$ cat src/rtl/gpio_port_pkg.sv
package gpio_port_pkg;

   typedef enum logic [1:0] {
      SEL_LEVEL = 2'd0,
      SEL_DIR   = 2'd1,
      SEL_PIN   = 2'd2,
      SEL_NONE  = 2'd3
   } reg_sel_e;

   typedef enum logic [1:0] {
      OP_LOAD = 2'd0,
      OP_SET  = 2'd1,
      OP_CLR  = 2'd2,
      OP_NOP  = 2'd3
   } reg_op_e;

endpackage

$ cat src/rtl/gpio_bitop_reg.sv
module gpio_bitop_reg
   import gpio_port_pkg::*;
#(
   parameter int W  = 8,
   parameter int IW = (W > 1) ? $clog2(W) : 1
) (
   input  logic          clk,
   input  logic          rst,
   input  logic          hit,
   input  reg_op_e       op,
   input  logic [W-1:0]  wdata,
   input  logic [IW-1:0] idx,
   output logic [W-1:0]  q
);

   localparam logic [W-1:0] ONE_HOT_BASE = {{(W-1){1'b0}}, 1'b1};

   logic [W-1:0] bit_mask;
   logic [W-1:0] q_next;

   assign bit_mask = ONE_HOT_BASE << idx;

   always_comb begin
      q_next = q;
      if (hit) begin
         unique case (op)
            OP_LOAD: q_next = wdata;
            OP_SET:  q_next = q | bit_mask;
            OP_CLR:  q_next = q & ~bit_mask;
            default: q_next = q;
         endcase
      end
   end

   always_ff @(posedge clk) begin
      if (rst) q <= '0;
      else     q <= q_next;
   end

endmodule

$ cat src/rtl/gpio_in_sync.sv
module gpio_in_sync #(
   parameter int W      = 8,
   parameter int STAGES = 2
) (
   input  logic         clk,
   input  logic         rst,
   input  logic [W-1:0] d,
   output logic [W-1:0] q
);

   logic [W-1:0] stage [STAGES];

   generate
      for (genvar s = 0; s < STAGES; s++) begin : g_stage
         if (s == 0) begin : g_first
            always_ff @(posedge clk) begin
               if (rst) stage[0] <= '0;
               else     stage[0] <= d;
            end
         end else begin : g_next
            always_ff @(posedge clk) begin
               if (rst) stage[s] <= '0;
               else     stage[s] <= stage[s-1];
            end
         end
      end
   endgenerate

   assign q = stage[STAGES-1];

endmodule

$ cat src/rtl/gpio_pad_mux.sv
module gpio_pad_mux #(
   parameter int W = 8
) (
   input  logic [W-1:0] dir_q,
   input  logic [W-1:0] level_q,
   input  logic         pullup_off,
   input  logic [W-1:0] alt_en,
   input  logic [W-1:0] alt_oe,
   input  logic [W-1:0] alt_out,
   output logic [W-1:0] pad_oe,
   output logic [W-1:0] pad_out,
   output logic [W-1:0] pad_pu
);

   generate
      for (genvar n = 0; n < W; n++) begin : g_pin
         always_comb begin
            if (alt_en[n]) begin
               pad_oe[n]  = alt_oe[n];
               pad_out[n] = alt_out[n];
               pad_pu[n]  = 1'b0;
            end else begin
               pad_oe[n]  = dir_q[n];
               pad_out[n] = level_q[n];
               pad_pu[n]  = ~dir_q[n] & level_q[n] & ~pullup_off;
            end
         end
      end
   endgenerate

endmodule

$ cat src/rtl/gpio_port_ctrl.sv
module gpio_port_ctrl
   import gpio_port_pkg::*;
#(
   parameter int WIDTH       = 8,
   parameter int SYNC_STAGES = 2,
   localparam int IDX_W      = (WIDTH > 1) ? $clog2(WIDTH) : 1
) (
   input  logic             clk,
   input  logic             rst,
   input  logic [1:0]       reg_sel,
   input  logic [1:0]       reg_op,
   input  logic             wr_en,
   input  logic             rd_en,
   input  logic [WIDTH-1:0] wr_data,
   input  logic [IDX_W-1:0] bit_idx,
   output logic [WIDTH-1:0] rd_data,
   input  logic [WIDTH-1:0] pad_in,
   input  logic             pullup_off,
   input  logic [WIDTH-1:0] alt_en,
   input  logic [WIDTH-1:0] alt_oe,
   input  logic [WIDTH-1:0] alt_out,
   output logic [WIDTH-1:0] pad_oe,
   output logic [WIDTH-1:0] pad_out,
   output logic [WIDTH-1:0] pad_pu
);

   generate
      if (WIDTH < 2 || WIDTH > 64) begin : g_bad_width
         $error("gpio_port_ctrl: WIDTH must lie in 2..64");
      end
      if (SYNC_STAGES < 2) begin : g_bad_sync
         $error("gpio_port_ctrl: SYNC_STAGES must be at least 2");
      end
   endgenerate

   reg_sel_e         sel;
   reg_op_e          op;
   logic [WIDTH-1:0] level_q;
   logic [WIDTH-1:0] dir_q;
   logic [WIDTH-1:0] pin_q;
   logic [WIDTH-1:0] rd_mux;

   assign sel = reg_sel_e'(reg_sel);
   assign op  = reg_op_e'(reg_op);

   gpio_bitop_reg #(.W(WIDTH), .IW(IDX_W)) u_level (
      .clk   (clk),
      .rst   (rst),
      .hit   (wr_en && (sel == SEL_LEVEL)),
      .op    (op),
      .wdata (wr_data),
      .idx   (bit_idx),
      .q     (level_q)
   );

   gpio_bitop_reg #(.W(WIDTH), .IW(IDX_W)) u_dir (
      .clk   (clk),
      .rst   (rst),
      .hit   (wr_en && (sel == SEL_DIR)),
      .op    (op),
      .wdata (wr_data),
      .idx   (bit_idx),
      .q     (dir_q)
   );

   gpio_in_sync #(.W(WIDTH), .STAGES(SYNC_STAGES)) u_sync (
      .clk (clk),
      .rst (rst),
      .d   (pad_in),
      .q   (pin_q)
   );

   gpio_pad_mux #(.W(WIDTH)) u_mux (
      .dir_q      (dir_q),
      .level_q    (level_q),
      .pullup_off (pullup_off),
      .alt_en     (alt_en),
      .alt_oe     (alt_oe),
      .alt_out    (alt_out),
      .pad_oe     (pad_oe),
      .pad_out    (pad_out),
      .pad_pu     (pad_pu)
   );

   always_comb begin
      unique case (sel)
         SEL_LEVEL: rd_mux = level_q;
         SEL_DIR:   rd_mux = dir_q;
         SEL_PIN:   rd_mux = pin_q;
         default:   rd_mux = '0;
      endcase
   end

   always_ff @(posedge clk) begin
      if (rst)        rd_data <= '0;
      else if (rd_en) rd_data <= rd_mux;
   end

endmodule

$ cat config.mk
export PLATFORM = sky130hd
export DESIGN_NAME = gpio_port_ctrl
export DESIGN_NICKNAME = d
export VERILOG_FILES = /design/src/rtl/gpio_port_pkg.sv /design/src/rtl/gpio_bitop_reg.sv /design/src/rtl/gpio_in_sync.sv /design/src/rtl/gpio_pad_mux.sv /design/src/rtl/gpio_port_ctrl.sv
export SDC_FILE = /design/constraint.sdc
export NUM_CORES = 1
export LEC_CHECK = 0
export ABC_AREA = 1
export ABC_CLOCK_PERIOD_IN_PS = 2500
export CAP_MARGIN = 30
export CORE_ASPECT_RATIO = 0.6
export CORE_MARGIN = 10
export CORE_UTILIZATION = 42
export CTS_CLUSTER_SIZE = 16
export DETAILED_ROUTE_END_ITERATION = 8
export GPL_TIMING_DRIVEN = 0
export PLACE_DENSITY = 0.77
export RECOVER_POWER = 25
export SLEW_MARGIN = 20
export SYNTH_ARGS = -nofsm -noshare
export SYNTH_HDL_FRONTEND = slang
export SYNTH_SLANG_ARGS = --single-unit
$ cat constraint.sdc
create_clock -name clk -period 2.5 [get_ports clk]
set_clock_uncertainty 0.15 [all_clocks]
set_input_delay 0.5 -clock clk [delete_from_list [all_inputs] [get_ports clk]]
set_output_delay 0.5 -clock clk [all_outputs]
set_load 0.005 [all_outputs]
==> flow_summary.yaml, run 1 <==
die:
  core_area_sq_um: 5055
  die_y_um: 75.83
  count_of_standard_cell_rows: 20
  die_outline_area_sq_um: 8573
  initial_utilization_pct: 43.17
  chipWidth_um: 113.1
  pin_count: 84
placed_design:
  buffer_ports.inserted: 80
  gp_routability_congestion: 0.8821
  place_ws_ns: -0.1288
  placedInstanceArea_sq_um: 3065
  dpl.hpwl_um: 5426
  placed_cells: 505
detailed_routing:
  avgViaCountPerCell: 4.869
  postRouteWirelength_um: 6936
  drtAntennaViolNets: 0
  dr.pass1.iters: 5
  wl_per_cell_um: 13.52
  initialDrtViolationCount: 187
  drt_drc_violations_left: 0
  routed-via-count: 2498
pwr:
  finalPower_mw: 1.510
  p_leak_nw: 1.592
  power_density_nw_per_um2: 476.1
  max-vdd-ir-drop_mv: 0.2339
clocking:
  cts_inserted_buffers: 5
  postCtsSetupRepairBufs: 0
  tritoncts: "yes"
  clk_pin_slew_ns: 0.07
  holdBufCountCts: 0
  cts.root.buffer_cell: "sky130_fd_sc_hd__clkbuf_8"
  cts.path.max_buffers: 2
  cts_sinks: 40
  htree_num_levels: 2
  clk-insertion-delay-late_ns: 0.29
synth:
  synth_simple_gate_area_share_pct: 39.22
  synth_adder_area_share_pct: 1.720
  synth-compound-area-share_pct: 11.01
  main_combinational_cell_family_by_area_after_synthesis: "simple AND/OR/NAND/NOR gates"
  synthMuxAreaShare_pct: 0
  synth.avg_cell_area_sq_um: 6.078
  yosys_register_bits: 40
  synth.lib_cells_used.distinct: 17
  synthXorXnorAreaFrac_pct: 0
  synth_area_sq_um: 2182
  post_synthesis_net_count: 414
  synth_seq_area_share_pct: 36.70
  synthesis.instances: 359
  yosysWarningCount: 0
setup_path:
  regToRegStartpoint: "u_dir.q[2]$_SDFFE_PP0P_"
  start_point_of_the_critical_path: "alt_en[5]"
  worstPathRequired_ns: 1.85
  worstPathMaxFanout: 4
  maximum_cell_stage_delay_along_the_critical_path_ns: 0.53
  worst_path_dominant_cell_family: "buffers and inverters"
  criticalPathCategory: "input port to primary output"
  timing.critical_path.to_type: "primary output"
  cpMostUsedCell: "sky130_fd_sc_hd__clkdlybuf4s50_1"
  crit_path_start_kind: "input port"
  timing.critical_path.arrival_ns: 1.68
  sequence_of_cells_on_the_critical_path: "clkdlybuf4s50_1, o21ai_0, clkdlybuf4s50_1"
  cp.buffers_inverters: 2
  cpMaxStageDelayCell: "sky130_fd_sc_hd__clkdlybuf4s50_1"
hold_path:
  holdCritPathClass: "register to register"
  min_from: "u_sync.stage[0][6]$_SDFF_PP0_"
global_routing:
  antenna_found_initial: 0
  gr-usage-all-layers_pct: 15.79
  grt_pass1_wl_um: 11010
  maximum_number_of_pins_on_one_net_before_global_route_repair: 13
  grt_remaining_overflow: 0
  first_global_vias: 2383
timing:
  timing.final.crit_share_pct: 93.09
  worstMarginPinSlew_ns: 0.5809
  rsz0062_at_grt: "false"
  max_slew_margin_pct: 61.13
  period_needed_ns: 2.327
  report.final.hold_viol_count: 0
  fmax_ghz: 0.4297
  finalWorstSetupSlack_ns: 0.1728
  report.final.slew_viol_count: 0
  setup_violations: 0
  hold_ws_ns: 0.2541
cells_and_area:
  num-fill-cells: 486
  final_cell_count_no_fill: 513
  post_route_cells_drive_above_1_share_pct: 5.369
  post-route-cell-area_sq_um: 3172
  area.growth.synth_to_final_pct: 45.36
  insertedDiodeCount: 0
  finish.net_count: 501
status:
  outcome: "completed"
job:
  timing.max_cap.violations: 0
==> synth_stat cells (all sizes together) <==
| master | n | share of area, % |
|---|---|---|
| inv | 51 | 8.8 |
| ha | 3 | 1.7 |
| o21ai | 8 | 1.8 |
| buf | 4 | 1.2 |
| nor3 | 8 | 1.8 |
| a21oi | 40 | 9.2 |
| or2 | 8 | 2.3 |
| clkbuf | 7 | 1.4 |
| nand3 | 16 | 4.5 |
| nor2 | 36 | 6.9 |
| nand2 | 138 | 24 |
| dfxtp | 40 | 37 |
==> area by class of cell <==
| class | instances | area, sq um | area share, % |
|---|---|---|---|
| Sequential cell | 40 | 800.8 | 25.25 |
| Inverter | 51 | 191.4 | 6.036 |
| Tap cell | 66 | 82.58 | 2.604 |
| Multi-Input combinational cell | 257 | 1134 | 35.74 |
| Clock buffer | 6 | 72.57 | 2.288 |
| Buffer | 11 | 56.30 | 1.775 |
| Clock inverter | 2 | 35.03 | 1.105 |
| Timing Repair Buffer | 80 | 799.5 | 25.21 |
==> cell families (layout without fill, tap and decap cells) <==
kind of cell	count (synthesis)	in the layout
compound gates	48	48
buf+inv	62	150
fa+ha+maj	3	3
simple gates	206	206
flops	40	40
==> repair_timing <==
item / CTS / global route
endpoints found under the setup margin: 11 / 5
resized for setup: 11 / 5
pin swaps: 0 / 0
==> routing by layer <==
metal	routed length [um]	vias to the layer above	global-route usage, %
met1	3139	1092	19.22
li1	-	1275	-
met3	892	7	7.704
met2	2839	124	24.17
met4	64	0	4.902
met5	0	-	0
==> report_power, final <==
part           leakage (nW)  switching [mW]  internal, mW
Clock                0.0552           0.225         0.296
Combinational          1.21           0.159         0.154
Sequential            0.328          0.0123         0.664
Total                  1.59           0.396          1.11
==> state kept, by name, summed over array words and instances (netlist names) <==
register      count
u_level.q         8
u_sync.stage     16
u_dir.q           8
rd_data           8
==> worst paths after layout <==
| check | end | slack [ns] | cells past startpoint |
|---|---|---|---|
| max reg2reg | u_dir.q[2]$_SDFFE_PP0P_ | 1.47 | 4 |
| min reg2reg | u_sync.stage[1][6]$_SDFF_PP0_ | 0.25 | 2 |
| min | u_sync.stage[1][6]$_SDFF_PP0_ | 0.25 | 2 |
| max | pad_oe[5] | 0.17 | 3 |
==> worst min-delay path: stages, from the launching register on <==
cell,delay [ns]
sky130_fd_sc_hd__dfxtp_1,0.30
sky130_fd_sc_hd__inv_1,0.04
sky130_fd_sc_hd__nor2_1,0.03
==> placed cells by master (no fill, tap or decap), types with 2 or more instances in the layout <==
| cell | Yosys | layout |
|---|---|---|
| sky130_fd_sc_hd__nor2_4 | 2 | 2 |
| sky130_fd_sc_hd__ha_1 | 3 | 3 |
| sky130_fd_sc_hd__or2_2 | 8 | 8 |
| sky130_fd_sc_hd__nor3_1 | 8 | 8 |
| sky130_fd_sc_hd__inv_1 | 51 | 51 |
| sky130_fd_sc_hd__dfxtp_1 | 40 | 40 |
| sky130_fd_sc_hd__dlygate4sd2_1 | 0 | 11 |
| sky130_fd_sc_hd__o21ai_0 | 8 | 8 |
| sky130_fd_sc_hd__clkdlybuf4s50_1 | 0 | 62 |
| sky130_fd_sc_hd__dlygate4sd3_1 | 0 | 2 |
| sky130_fd_sc_hd__clkbuf_8 | 0 | 5 |
| sky130_fd_sc_hd__clkbuf_1 | 6 | 7 |
| sky130_fd_sc_hd__a21oi_1 | 40 | 40 |
| sky130_fd_sc_hd__buf_2 | 3 | 3 |
| sky130_fd_sc_hd__dlymetal6s2s_1 | 0 | 5 |
| sky130_fd_sc_hd__nand2_1 | 138 | 138 |
| sky130_fd_sc_hd__nand3_1 | 14 | 14 |
| sky130_fd_sc_hd__nor2_1 | 34 | 34 |
==> stage by stage <==
stage | util, % | setup TNS, ns
floorplan | - | 0
global placement | 60.64 | -0.7614
detailed placement | 60.64 | -0.8784
CTS | 62.50 | 0
global route | 62.75 | 0
finish | 62.75 | 0
Power figures use the tool's default switching activity.
==> run 2, diff against run 1 <==
==> constraint.sdc (replaced) <==
create_clock -name clk -period 2.5 [get_ports clk]
set_clock_uncertainty 0.15 [all_clocks]
set_input_delay 0.5 -clock clk [delete_from_list [all_inputs] [get_ports clk]]
set_output_delay 0.5 -clock clk [all_outputs]
set_load 0.01 [all_outputs]
==> flow_summary.yaml, run 2 (synthesis gave the netlist of run 1 again) <==
clocking:
  postCtsSetupRepairBufs: 0
  tritoncts: "yes"
  holdBufCountCts: 0
  clk-insertion-delay-late_ns: 0.30
  clk_pin_slew_ns: 0.07
  cts.root.buffer_cell: "sky130_fd_sc_hd__clkbuf_8"
  cts.path.max_buffers: 2
  cts_sinks: 40
  htree_num_levels: 2
  cts_inserted_buffers: 5
hold_path:
  holdCritPathClass: "register to register"
status:
  outcome: "completed"
setup_path:
  cpMostUsedCell: "sky130_fd_sc_hd__clkdlybuf4s50_1"
  worstPathRequired_ns: 1.85
  worstPathMaxFanout: 4
  criticalPathCategory: "input port to primary output"
  timing.critical_path.arrival_ns: 1.73
  crit_path_start_kind: "input port"
  sequence_of_cells_on_the_critical_path: "clkdlybuf4s50_1, o21ai_0, clkdlybuf4s50_1"
  timing.critical_path.to_type: "primary output"
  maximum_cell_stage_delay_along_the_critical_path_ns: 0.56
  cpMaxStageDelayCell: "sky130_fd_sc_hd__clkdlybuf4s50_1"
die:
  die_outline_area_sq_um: 8573
  pin_count: 84
  chipWidth_um: 113.1
  die_y_um: 75.83
  core_area_sq_um: 5055
  count_of_standard_cell_rows: 20
  initial_utilization_pct: 43.17
cells_and_area:
  finish.net_count: 501
  area.growth.synth_to_final_pct: 44.50
  num-fill-cells: 489
  final_common_cell: "sky130_fd_sc_hd__nand2_1"
  flip_flop_count_of_the_largest_register_all_copies_and_words_added: 16
  insertedDiodeCount: 0
  largest-register: "u_sync.stage"
  post_route_cells_drive_above_1_share_pct: 5.369
  highest_count_cells_in_the_layout_ignoring_fill_and_taps: "138 x sky130_fd_sc_hd__nand2_1, 62 x sky130_fd_sc_hd__clkdlybuf4s50_1, 51 x sky130_fd_sc_hd__inv_1"
  final_cell_count_no_fill: 513
global_routing:
  maximum_number_of_pins_on_one_net_before_global_route_repair: 13
  antenna_found_initial: 0
  gr-usage-all-layers_pct: 15.79
  grt_pass1_wl_um: 11010
  first_global_vias: 2383
  grt_remaining_overflow: 0
pwr:
  max-vdd-ir-drop_mv: 0.2337
  p_leak_nw: 1.559
  finalPower_mw: 1.516
  power_density_nw_per_um2: 480.8
detailed_routing:
  routed-via-count: 2510
  met1_length_um: 3246
  topRoutingLayerUsed: "met4"
  avgViaCountPerCell: 4.893
  met3_wirelength_um: 766
  routed-wl-met2_um: 2871
  postRouteWirelength_um: 6938
  drtAntennaViolNets: 0
  wl_per_cell_um: 13.52
  initialDrtViolationCount: 171
  dr.pass1.iters: 5
  drt_drc_violations_left: 0
placed_design:
  dpl.hpwl_um: 5426
  buffer_ports.inserted: 80
  placed_cells: 505
  gp_routability_congestion: 0.8821
  place_ws_ns: -0.1630
timing:
  report.final.hold_viol_count: 0
  setup_tns_ns: 0
  fmax_ghz: 0.4209
  finalWorstSetupSlack_ns: 0.1243
  report.final.slew_viol_count: 0
  hold_ws_ns: 0.2541
  worstMarginPinSlew_ns: 0.5736
  timing.final.crit_share_pct: 95.03
  setup_violations: 0
  rsz0062_at_grt: "false"
  period_needed_ns: 2.376
  max_slew_margin_pct: 61.62
job:
  timing.max_cap.violations: 0
[run 2: cell count changes in the layout (fill, tap and decap cells not counted)]
cell                             previous run  this run
sky130_fd_sc_hd__dlymetal6s2s_1             5         0
sky130_fd_sc_hd__dlygate4sd2_1             11        16
[run 2: worst paths after layout]
| path | start | to | slack [ns] | cells after the start |
|---|---|---|---|---|
| hold / removal | u_sync.stage[0][6]$_SDFF_PP0_ | u_sync.stage[1][6]$_SDFF_PP0_ | 0.25 | 2 |
| setup reg to reg | u_dir.q[2]$_SDFFE_PP0P_ | u_dir.q[2]$_SDFFE_PP0P_ | 1.46 | 4 |
| hold reg to reg | u_sync.stage[0][6]$_SDFF_PP0_ | u_sync.stage[1][6]$_SDFF_PP0_ | 0.25 | 2 |
| setup / recovery | alt_en[4] | pad_oe[4] | 0.12 | 3 |
[run 2: per-layer routing]
metal,global-route usage (%),vias to the layer above
met4,4.902,0
met3,7.704,5
met5,0,-
met2,24.17,118
met1,19.22,1111
li1,-,1276
[run 2: critical path: cells and delay by family]
kind / cells / cell delay [ns]
buffers and inverters: 2 / 1.02
AO/OA/AOI/OAI: 1 / 0.20
[run 2: report_power, final]
part | internal (mW) | switching, mW
logic | 0.151 | 0.167
clock network | 0.296 | 0.226
registers | 0.664 | 0.0125
[run 2: timing repair]
action / in CTS / in global routing
hold endpoints to repair: 0 / 0
endpoints found under the setup margin: 16 / 0
gates resized for setup: 16 / 0
[run 2: area by class of cell]
cell class                 instances  area [sq um]  share of cell area, %
buffer                            11         56.30                  1.786
clock buffer                       6         72.57                  2.302
clock inverter                     2         35.03                  1.111
inverter                          51         191.4                  6.071
multi-input combinational        257          1134                  35.95
sequential                        40         800.8                  25.40
tap                               66         82.58                  2.619
timing repair buffer              80         780.7                  24.76
[run 2: stage by stage]
| stage | cell area (sq um) | util (%) |
|---|---|---|
| global placement | 3065 | 60.64 |
| global route | 3153 | 62.38 |
| detailed placement | 3065 | 60.64 |
| finish | 3153 | 62.38 |
| CTS | 3153 | 62.38 |
| floorplan | 2182 | - |
==> run 3, diff against run 2 <==
--- a/config.mk
+++ b/config.mk
@@ -9,8 +9,9 @@
 export ABC_CLOCK_PERIOD_IN_PS = 2500
 export CAP_MARGIN = 30
 export CORE_ASPECT_RATIO = 0.6
-export CORE_MARGIN = 10
+export CORE_MARGIN = 5
 export CORE_UTILIZATION = 42
+export CTS_BUF_LIST = sky130_fd_sc_hd__clkbuf_4 sky130_fd_sc_hd__clkbuf_8 sky130_fd_sc_hd__clkbuf_16
 export CTS_CLUSTER_SIZE = 16
 export DETAILED_ROUTE_END_ITERATION = 8
 export GPL_TIMING_DRIVEN = 0
==> flow_summary.yaml, run 3 (synthesis gave the netlist of run 1 again) <==
die:
  count_of_standard_cell_rows: 20
  die_y_um: 65.83
  pin_count: 84
  initial_utilization_pct: 43.17
  chipWidth_um: 103.1
  die_outline_area_sq_um: 6784
  core_area_sq_um: 5055
detailed_routing:
  drt_drc_violations_left: 0
  initialDrtViolationCount: 125
  wl_per_cell_um: 12.38
  avgViaCountPerCell: 4.899
  drtAntennaViolNets: 0
  dr.pass1.iters: 4
  routed-via-count: 2513
  postRouteWirelength_um: 6352
timing:
  rsz0062_at_grt: "false"
  max_slew_margin_pct: 62.51
  setup_violations: 0
  period_needed_ns: 2.400
  report.final.hold_viol_count: 0
  fmax_ghz: 0.4166
  timing.final.crit_share_pct: 96.02
  worstMarginPinSlew_ns: 0.5603
  report.final.slew_viol_count: 0
  setup_tns_ns: 0
  hold_ws_ns: 0.2532
hold_path:
  min_from: "u_sync.stage[0][2]$_SDFF_PP0_"
  hold-path-cell-count: 2
  timing.hold.worst_endpoint: "u_sync.stage[1][2]$_SDFF_PP0_"
  holdCritPathClass: "register to register"
clocking:
  cts.path.max_buffers: 2
  htree_num_levels: 2
  postCtsSetupRepairBufs: 0
  clk-insertion-delay-late_ns: 0.29
  holdBufCountCts: 0
  cts_sinks: 40
  clk_pin_slew_ns: 0.08
  post_cts_resized: 16
  cts.root.buffer_cell: "sky130_fd_sc_hd__clkbuf_8"
  cts_inserted_buffers: 5
  tritoncts: "yes"
placed_design:
  dpl.hpwl_um: 5031
  buffer_ports.inserted: 80
  gp_routability_congestion: 0.8475
  placed_cells: 505
cells_and_area:
  num-fill-cells: 481
  post_route_cells_drive_above_1_share_pct: 5.593
  finish.net_count: 501
  final_common_cell: "sky130_fd_sc_hd__nand2_1"
  insertedDiodeCount: 0
  highest_count_cells_in_the_layout_ignoring_fill_and_taps: "138 x sky130_fd_sc_hd__nand2_1, 62 x sky130_fd_sc_hd__clkdlybuf4s50_1, 51 x sky130_fd_sc_hd__inv_1"
  flip_flop_count_of_the_largest_register_all_copies_and_words_added: 16
  final_cell_count_no_fill: 513
  area.growth.synth_to_final_pct: 44.67
  largest-register: "u_sync.stage"
pwr:
  power_density_nw_per_um2: 481.3
  p_leak_nw: 1.563
  max-vdd-ir-drop_mv: 0.2162
status:
  outcome: "completed"
setup_path:
  rrSetupSlack_ns: 1.45
  criticalPathCategory: "input port to primary output"
  reg2regPathDepth: 4
  maximum_cell_stage_delay_along_the_critical_path_ns: 0.45
  timing.critical_path.arrival_ns: 1.75
  timing.critical_path.to_type: "primary output"
  cpMaxStageDelayCell: "sky130_fd_sc_hd__clkdlybuf4s50_1"
  cp.buffers_inverters: 2
  worstPathMaxFanout: 4
  worstPathRequired_ns: 1.85
  crit-reg2reg-capture: "u_dir.q[4]$_SDFFE_PP0P_"
  worst_path_dominant_cell_family: "buffers and inverters"
  crit_path_start_kind: "input port"
  sequence_of_cells_on_the_critical_path: "clkdlybuf4s50_1, or2_2, nor3_1, dlygate4sd2_1"
  regToRegStartpoint: "u_dir.q[4]$_SDFFE_PP0P_"
job:
  timing.max_cap.violations: 0
global_routing:
  busiest_layer: "met2"
  grt_use_met3_pct: 5.058
  grtUsageMet2_pct: 31.55
  grt_pass1_wl_um: 10160
  antenna_found_initial: 0
  groute.layer.met1.usage_pct: 24.82
  gr-usage-all-layers_pct: 19.05
  maximum_number_of_pins_on_one_net_before_global_route_repair: 13
  first_global_vias: 2255
  grt_remaining_overflow: 0
-- run 3: cell counts in the layout (fill, tap and decap cells not counted) --
Identical to the previous run, type by type.
-- run 3: worst max-delay path by stage --
stage	startpoint	endpoint	slack, ns	depth (start not counted)
finish	alt_en[3]	pad_pu[3]	0.1	4
global route	alt_en[0]	pad_pu[0]	0.05	4
CTS	alt_en[3]	pad_pu[3]	0.11	4
detailed placement	alt_en[3]	pad_pu[3]	-0.18	4
global placement	alt_en[3]	pad_pu[3]	-0.13	4
floorplan	alt_en[0]	pad_pu[0]	0.79	2
-- run 3: layer usage --
layer	part of all wire, %	vias up
met2	44	114
met5	0	-
met3	11	10
met4	1.2	0
met1	43	1122
li1	-	1267
-- run 3: power by group --
part / switching, mW / internal (mW)
combinational: 0.165 / 0.151
sequential: 0.0124 / 0.664
clock: 0.220 / 0.307
-- run 3: area by class of cell --
class                      instances  area, sq um  share of cell area (%)
timing repair buffer              80        780.7                   24.73
clock buffer                       6        76.32                   2.418
inverter                          51        191.4                   6.064
clock inverter                     2        35.03                   1.110
buffer                            11        56.30                   1.784
tap                               66        82.58                   2.616
multi-input combinational        257         1134                   35.91
sequential                        40        800.8                   25.37
-- run 3: worst min-delay path: cells and delay by family (launching register included) --
family	cells	cell delay (ns)
AND/OR/NAND/NOR	1	0.03
buffers and inverters	1	0.04
flip-flops	1	0.30
-- run 3: metrics by stage --
stage                     setup WS (ns)  total power, mW  cell area (sq um)  utilization [%]
after floorplan                  0.7937           0.8399               2182                -
after global placement          -0.1330            1.005               3065            60.64
after detailed placement        -0.1790            1.013               3065            60.64
after CTS                        0.1080            1.526               3157            62.45
after global routing            0.04786            1.589               3157            62.45
final                           0.09954            1.519               3157            62.45
